File: src/rtl/cap_chk_pkg.sv
package cap_chk_pkg;

  localparam int PERM_W = 12;

  // permission bit positions
  localparam int P_GLOBAL    = 0;
  localparam int P_LDGLOBAL  = 1;
  localparam int P_STORE     = 2;
  localparam int P_LDMUTABLE = 3;
  localparam int P_STLOCAL   = 4;
  localparam int P_LOAD      = 5;
  localparam int P_LSCAP     = 6;
  localparam int P_SEAL      = 7;
  localparam int P_UNSEAL    = 8;
  localparam int P_USER0     = 9;

  localparam int CODE_W = 5;

  // capability-class codes
  localparam logic [CODE_W-1:0] CX_NONE     = 5'd0;
  localparam logic [CODE_W-1:0] CX_TAG      = 5'd1;
  localparam logic [CODE_W-1:0] CX_SEAL     = 5'd2;
  localparam logic [CODE_W-1:0] CX_LDPERM   = 5'd3;
  localparam logic [CODE_W-1:0] CX_STPERM   = 5'd4;
  localparam logic [CODE_W-1:0] CX_STCAP    = 5'd5;
  localparam logic [CODE_W-1:0] CX_BOUNDS   = 5'd6;
  // address-class codes
  localparam logic [CODE_W-1:0] AX_LD_ALIGN = 5'd4;
  localparam logic [CODE_W-1:0] AX_ST_ALIGN = 5'd6;

  typedef struct packed {
    logic              fault;
    logic              cap_class;
    logic [CODE_W-1:0] code;
  } chk_result_t;

endpackage

File: src/rtl/cap_chk_gate.sv
module cap_chk_gate
  import cap_chk_pkg::*;
#(
  parameter int ADDR_W    = 32,
  parameter int GRAN_LOG2 = 3
) (
  input  logic              is_store,
  input  logic              auth_tag,
  input  logic              auth_sealed,
  input  logic              perm_load,
  input  logic              perm_store,
  input  logic              perm_lscap,
  input  logic [ADDR_W-1:0] auth_addr,
  input  logic [ADDR_W-1:0] auth_base,
  input  logic [ADDR_W:0]   auth_top,
  input  logic [ADDR_W-1:0] offset,
  input  logic              st_tag,
  output logic [ADDR_W-1:0] eff_addr,
  output chk_result_t       result
);
  localparam logic [ADDR_W:0] ACCESS_BYTES = {{ADDR_W{1'b0}}, 1'b1} << GRAN_LOG2;

  logic [ADDR_W:0] end_addr;
  logic            in_bounds;
  logic            misaligned;
  logic            access_perm;

  always_comb begin
    eff_addr    = auth_addr + offset;
    end_addr    = {1'b0, eff_addr} + ACCESS_BYTES;
    in_bounds   = (eff_addr >= auth_base) && (end_addr <= auth_top);
    misaligned  = |eff_addr[GRAN_LOG2-1:0];
    access_perm = is_store ? perm_store : perm_load;

    result = '{fault: 1'b0, cap_class: 1'b0, code: CX_NONE};
    if (!auth_tag) begin
      result = '{fault: 1'b1, cap_class: 1'b1, code: CX_TAG};
    end else if (auth_sealed) begin
      result = '{fault: 1'b1, cap_class: 1'b1, code: CX_SEAL};
    end else if (!access_perm) begin
      result = '{fault: 1'b1, cap_class: 1'b1,
                 code: is_store ? CX_STPERM : CX_LDPERM};
    end else if (is_store && st_tag && !perm_lscap) begin
      result = '{fault: 1'b1, cap_class: 1'b1, code: CX_STCAP};
    end else if (!in_bounds) begin
      result = '{fault: 1'b1, cap_class: 1'b1, code: CX_BOUNDS};
    end else if (misaligned) begin
      result = '{fault: 1'b1, cap_class: 1'b0,
                 code: is_store ? AX_ST_ALIGN : AX_LD_ALIGN};
    end
  end
endmodule

File: config.mk
export PLATFORM = sky130hd
export DESIGN_NAME = cap_chk_gate
export DESIGN_NICKNAME = d
export VERILOG_FILES = /design/src/rtl/cap_chk_pkg.sv /design/src/rtl/cap_chk_gate.sv
export SDC_FILE = /design/constraint.sdc
export NUM_CORES = 1
export LEC_CHECK = 0
export ABC_AREA = 1
export ABC_CLOCK_PERIOD_IN_PS = 5100
export BUFFER_PORTS_ARGS = -buffer_cell sky130_fd_sc_hd__buf_2
export CORE_MARGIN = 1
export CORE_UTILIZATION = 40
export DETAILED_ROUTE_END_ITERATION = 8
export PLACE_DENSITY = 0.68
export SLEW_MARGIN = 40
export SYNTH_ARGS = -nofsm -noshare
export SYNTH_HDL_FRONTEND = slang
export SYNTH_SLANG_ARGS = --single-unit
export TNS_END_PERCENT = 5
File: constraint.sdc
create_clock -name vclk -period 5.1
set_input_delay 0.51 -clock vclk [all_inputs]
set_output_delay 0.51 -clock vclk [all_outputs]
set_load 0.01 [all_outputs]
* After elaboration in Yosys (flattened, before gate mapping)
Cells that the tools add are included.
** Storage, ports and cells
- Register bits :: 0
- Input bits :: 136
- Logic and storage cells :: 18
- Output and inout port bits :: 39
** Operators by class
- $lt $le $gt $ge :: 2
- Reduce and logical (&&, ||, !) cells :: 5
- Mux-type cells :: 9
- Add/sub/neg operators :: 2
** Operator list (number)
- $mux 7 :: 6
- $add 32x4->33 const B :: 1
- $le 33x33->1 :: 1
- $add 32x32->32 :: 1
- $ge 32x32->1 :: 1
- $logic_and 1x1->1 :: 3
- $mux 3 :: 1
- $reduce_or 3->1 :: 1
- $mux 2 :: 1
- $logic_not 1->1 :: 1
- $mux 1 :: 1

* Longest topological paths before layout
- Depth after elaboration :: 9
- Gate-level depth with buffers :: 32

* Least setup slack after synthesis
Ideal clock, no wire load.
- Kind :: input-to-output
- From :: input offset[0]
- To :: output result[1] (netlist bit)
- Cell stages on the path :: 28
- Data arrival time :: 3.688 ns
- Setup slack :: 0.902 ns
- Required time :: 4.590 ns
- Path through :: ha_1 > fa_1 > nand2_1 > nand2_1 > nand3_2 > nand2_4 > nand2_1 > nand3_1 > nand2_1 > nand2_2 > nor2_2 > nand2_2 > nor2_2 > nand2_1 > xor2_1 > ha_1 > nand2_1 > nor2_1 > nand4_1 > nor2_1 > nand3_1 > nand2_1 > nor2_1 > nand2_1 > nand2_1 > nand3_1 > nand2_1 > a21oi_1
** RTL lines
- from (decl) :: line cap_chk_gate.sv:16 : input logic [ADDR_W-1:0] offset,
- to (decl) :: line cap_chk_gate.sv:19 : output chk_result_t result

==> results.py <==
metrics = {
    "run_status": {
        "status": "finished clean",
    },
    "drt": {
        "route.detailed.drc": 0,
        "route.vias.total": 6647,
        "drt-pass1-iter-count": 5,
        "vias_per_cell": 4.724,
        "drt_iter0_markers": 236,
        "ant_nets": 0,
        "wl_per_cell_um": 11.66,
        "wl_mm": 16.41,
    },
    "power": {
        "pwr_density_cell_mw_per_mm2": 139.7,
        "internal_power_w": 0.0003382,
        "power.switching_w": 0.0005940,
        "p_leak_nw": 4.285,
        "ir_worst_vdd_v": 0.00004961,
        "p_clk_share_pct": 0,
        "comb_power_share_pct": 100.0,
        "sequentialPowerShare_pct": 0,
        "swShare_pct": 63.72,
    },
    "final_layout": {
        "diodes": 0,
        "layout_commonest_cell": "nand2_1",
        "multi_input_area_mm2": 0.004690,
        "n_sequential_cell": 0,
        "nFillCells": 1529,
        "seq_area_um2": 0,
        "n_clock_buffer": 0,
        "final_cell_mix": "nand2_1, inv_1, buf_2",
        "fin_nets": 1467,
        "area_growth_pct": 20.54,
        "layout-drive-gt1-share_pct": 21.85,
    },
    "timing": {
        "setup-violations-final": 0,
        "timing.final.crit_share_pct": 92.72,
        "report.final.slew_viol_count": 0,
        "rsz0062_at_grt": "false",
        "tns_ps": 0,
        "report.final.hold_viol_count": 0,
        "fin_crit_ps": 4729,
        "fmax_ghz": 0.2115,
        "setup_ws_ps": 371.3,
    },
    "worst_setup_path": {
        "critPathCaptureType": "output port",
        "crit_path_start_kind": "primary input",
        "required_ps": 4590,
        "critical_path_class": "primary input to output port",
        "worstPathArrival_ps": 4220,
        "cpMaxStageDelayCell": "fa_2",
        "worstPathMaxFanout": 6,
        "slowest_delay_ps": 390,
        "critical_path.top_delay_family": "simple AND/OR/NAND/NOR gates",
        "cpMostUsedCell": "nand2_1",
        "crit_buf_inv": 3,
    },
    "placement": {
        "place_congestion": 0.8961,
        "pre_cts_slack_ps": 196.1,
        "port_buffers": 173,
        "dp_hpwl_mm": 14.98,
    },
    "grt": {
        "grt_max_degree": 9,
        "antenna_found_initial": 0,
        "overflow": 0,
        "grt_use_total_pct": 23.05,
        "grt_pass1_vias": 6189,
        "grt_pass1_wl_mm": 27.53,
    },
    "synthesis": {
        "synthDistinctLibCells": 41,
        "avgSynthCellArea_um2": 5.223,
        "yosys_warnings": 0,
        "ys_seq_area_share_pct": 0,
        "syn_area_mm2": 0.005537,
        "synthCells": 1060,
    },
    "worst_hold_path": {
        "holdPathStages": 3,
        "worstHoldEndpoint": "result[0]",
        "hold_class": "primary input to output port",
        "min_from": "auth_tag",
    },
    "die": {
        "start_util_pct": 41.48,
        "io_pins": 175,
        "core-area_mm2": 0.01335,
        "die_h_um": 119.7,
        "die_x_um": 119.7,
        "dieArea_mm2": 0.01432,
        "num_rows": 42,
    },
    "clocking": {
        "ctsHoldBuffers": 0,
    },
    "run": {
        "drv_cap": 0,
    },
}
-- synthesized netlist by cell type (all sizes together) --
library cell	number	share of area [%]
a21o	1	0.14
nand2	397	29
xnor2	2	0.32
a22oi	1	0.14
nand3b	5	0.68
nor2	112	9.4
or3	1	0.11
a21boi	1	0.14
o21bai	2	0.27
nand4	23	2.6
nand3	78	8.0
nor3	11	1.2
xor2	11	1.7
ha	97	22
o21a	2	0.27
fa	1	0.36
conb	1	0.068
o21ai	14	1.3
a211oi	1	0.14
o31ai	2	0.27
buf	3	0.47
or2	2	0.27
clkinv	1	0.090
nor4	1	0.11
nor3b	1	0.14
a21oi	49	4.5
and2	2	0.23
inv	238	16
-- metrics by stage --
stage	power [W]	hold slack (ps)	util, %	instances	cell area, um^2
after global routing	0.001067	1307	50.00	1407	6674
final	0.0009322	1288	50.00	1407	6674
after global placement	0.0009047	1288	49.45	1407	6600
after floorplan	0.0006436	1105	-	1061	5540
after detailed placement	0.0009137	1288	49.45	1407	6600
after CTS	0.0009173	1289	49.45	1407	6600
-- logic make-up (layout without fill, tap and decap cells) --
| group | Yosys count | in the layout | share of synthesized area, % |
|---|---|---|---|
| other cells | 1 | 2 | 0.06773 |
| buf+inv | 242 | 412 | 16.70 |
| compound gates | 73 | 73 | 7.119 |
| fa+ha+maj | 98 | 98 | 22.28 |
| xor+xnor | 13 | 13 | 2.057 |
| simple gates | 633 | 633 | 51.77 |
-- layer usage --
layer | wire (um) | global-route usage (%) | vias to the layer above | share of wire [%]
li1 | - | - | 3622 | -
met1 | 8102 | 31.61 | 2865 | 49
met2 | 7443 | 41.00 | 152 | 45
met3 | 766 | 1.663 | 8 | 4.7
met4 | 97 | 1.094 | 0 | 0.59
met5 | 0 | 0 | - | 0
-- worst max path at each step --
stage | start | endpoint | slack (ps) | cells past startpoint
6_report | offset[0] | result[6] | 370 | 29
5_1_grt | offset[5] | result[1] | 8 | 32
4_1_cts | offset[0] | result[6] | 180 | 29
3_5_place_dp | offset[0] | result[6] | 200 | 29
3_3_place_gp | offset[0] | result[6] | 290 | 29
2_1_floorplan | offset[0] | result[1] | 900 | 28
-- tightest hold or removal path: stages --
cell	delay, ps
buf_2	90
o31ai_1	50
buf_2	130
-- what timing repair did --
action / CTS / global route
endpoints found under the setup margin: 0 / 4
gates resized for setup: 0 / 23
buffers inserted: 0 / 0
-- power groups by stage --
stage | logic [W] | clock network, W | registers, W
final | 0.000932 | 0 | 0
after global routing | 0.00107 | 0 | 0
after CTS | 0.000917 | 0 | 0
after detailed placement | 0.000914 | 0 | 0
after global placement | 0.000905 | 0 | 0
after floorplan | 0.000644 | 0 | 0
-- final cells by class --
type,count,area share (%)
Tap cell,176,3.300
Multi-Input combinational cell,819,70.27
Timing Repair Buffer,173,12.97
Inverter,239,13.46
Note: power is estimated with default switching activity, not from simulation.
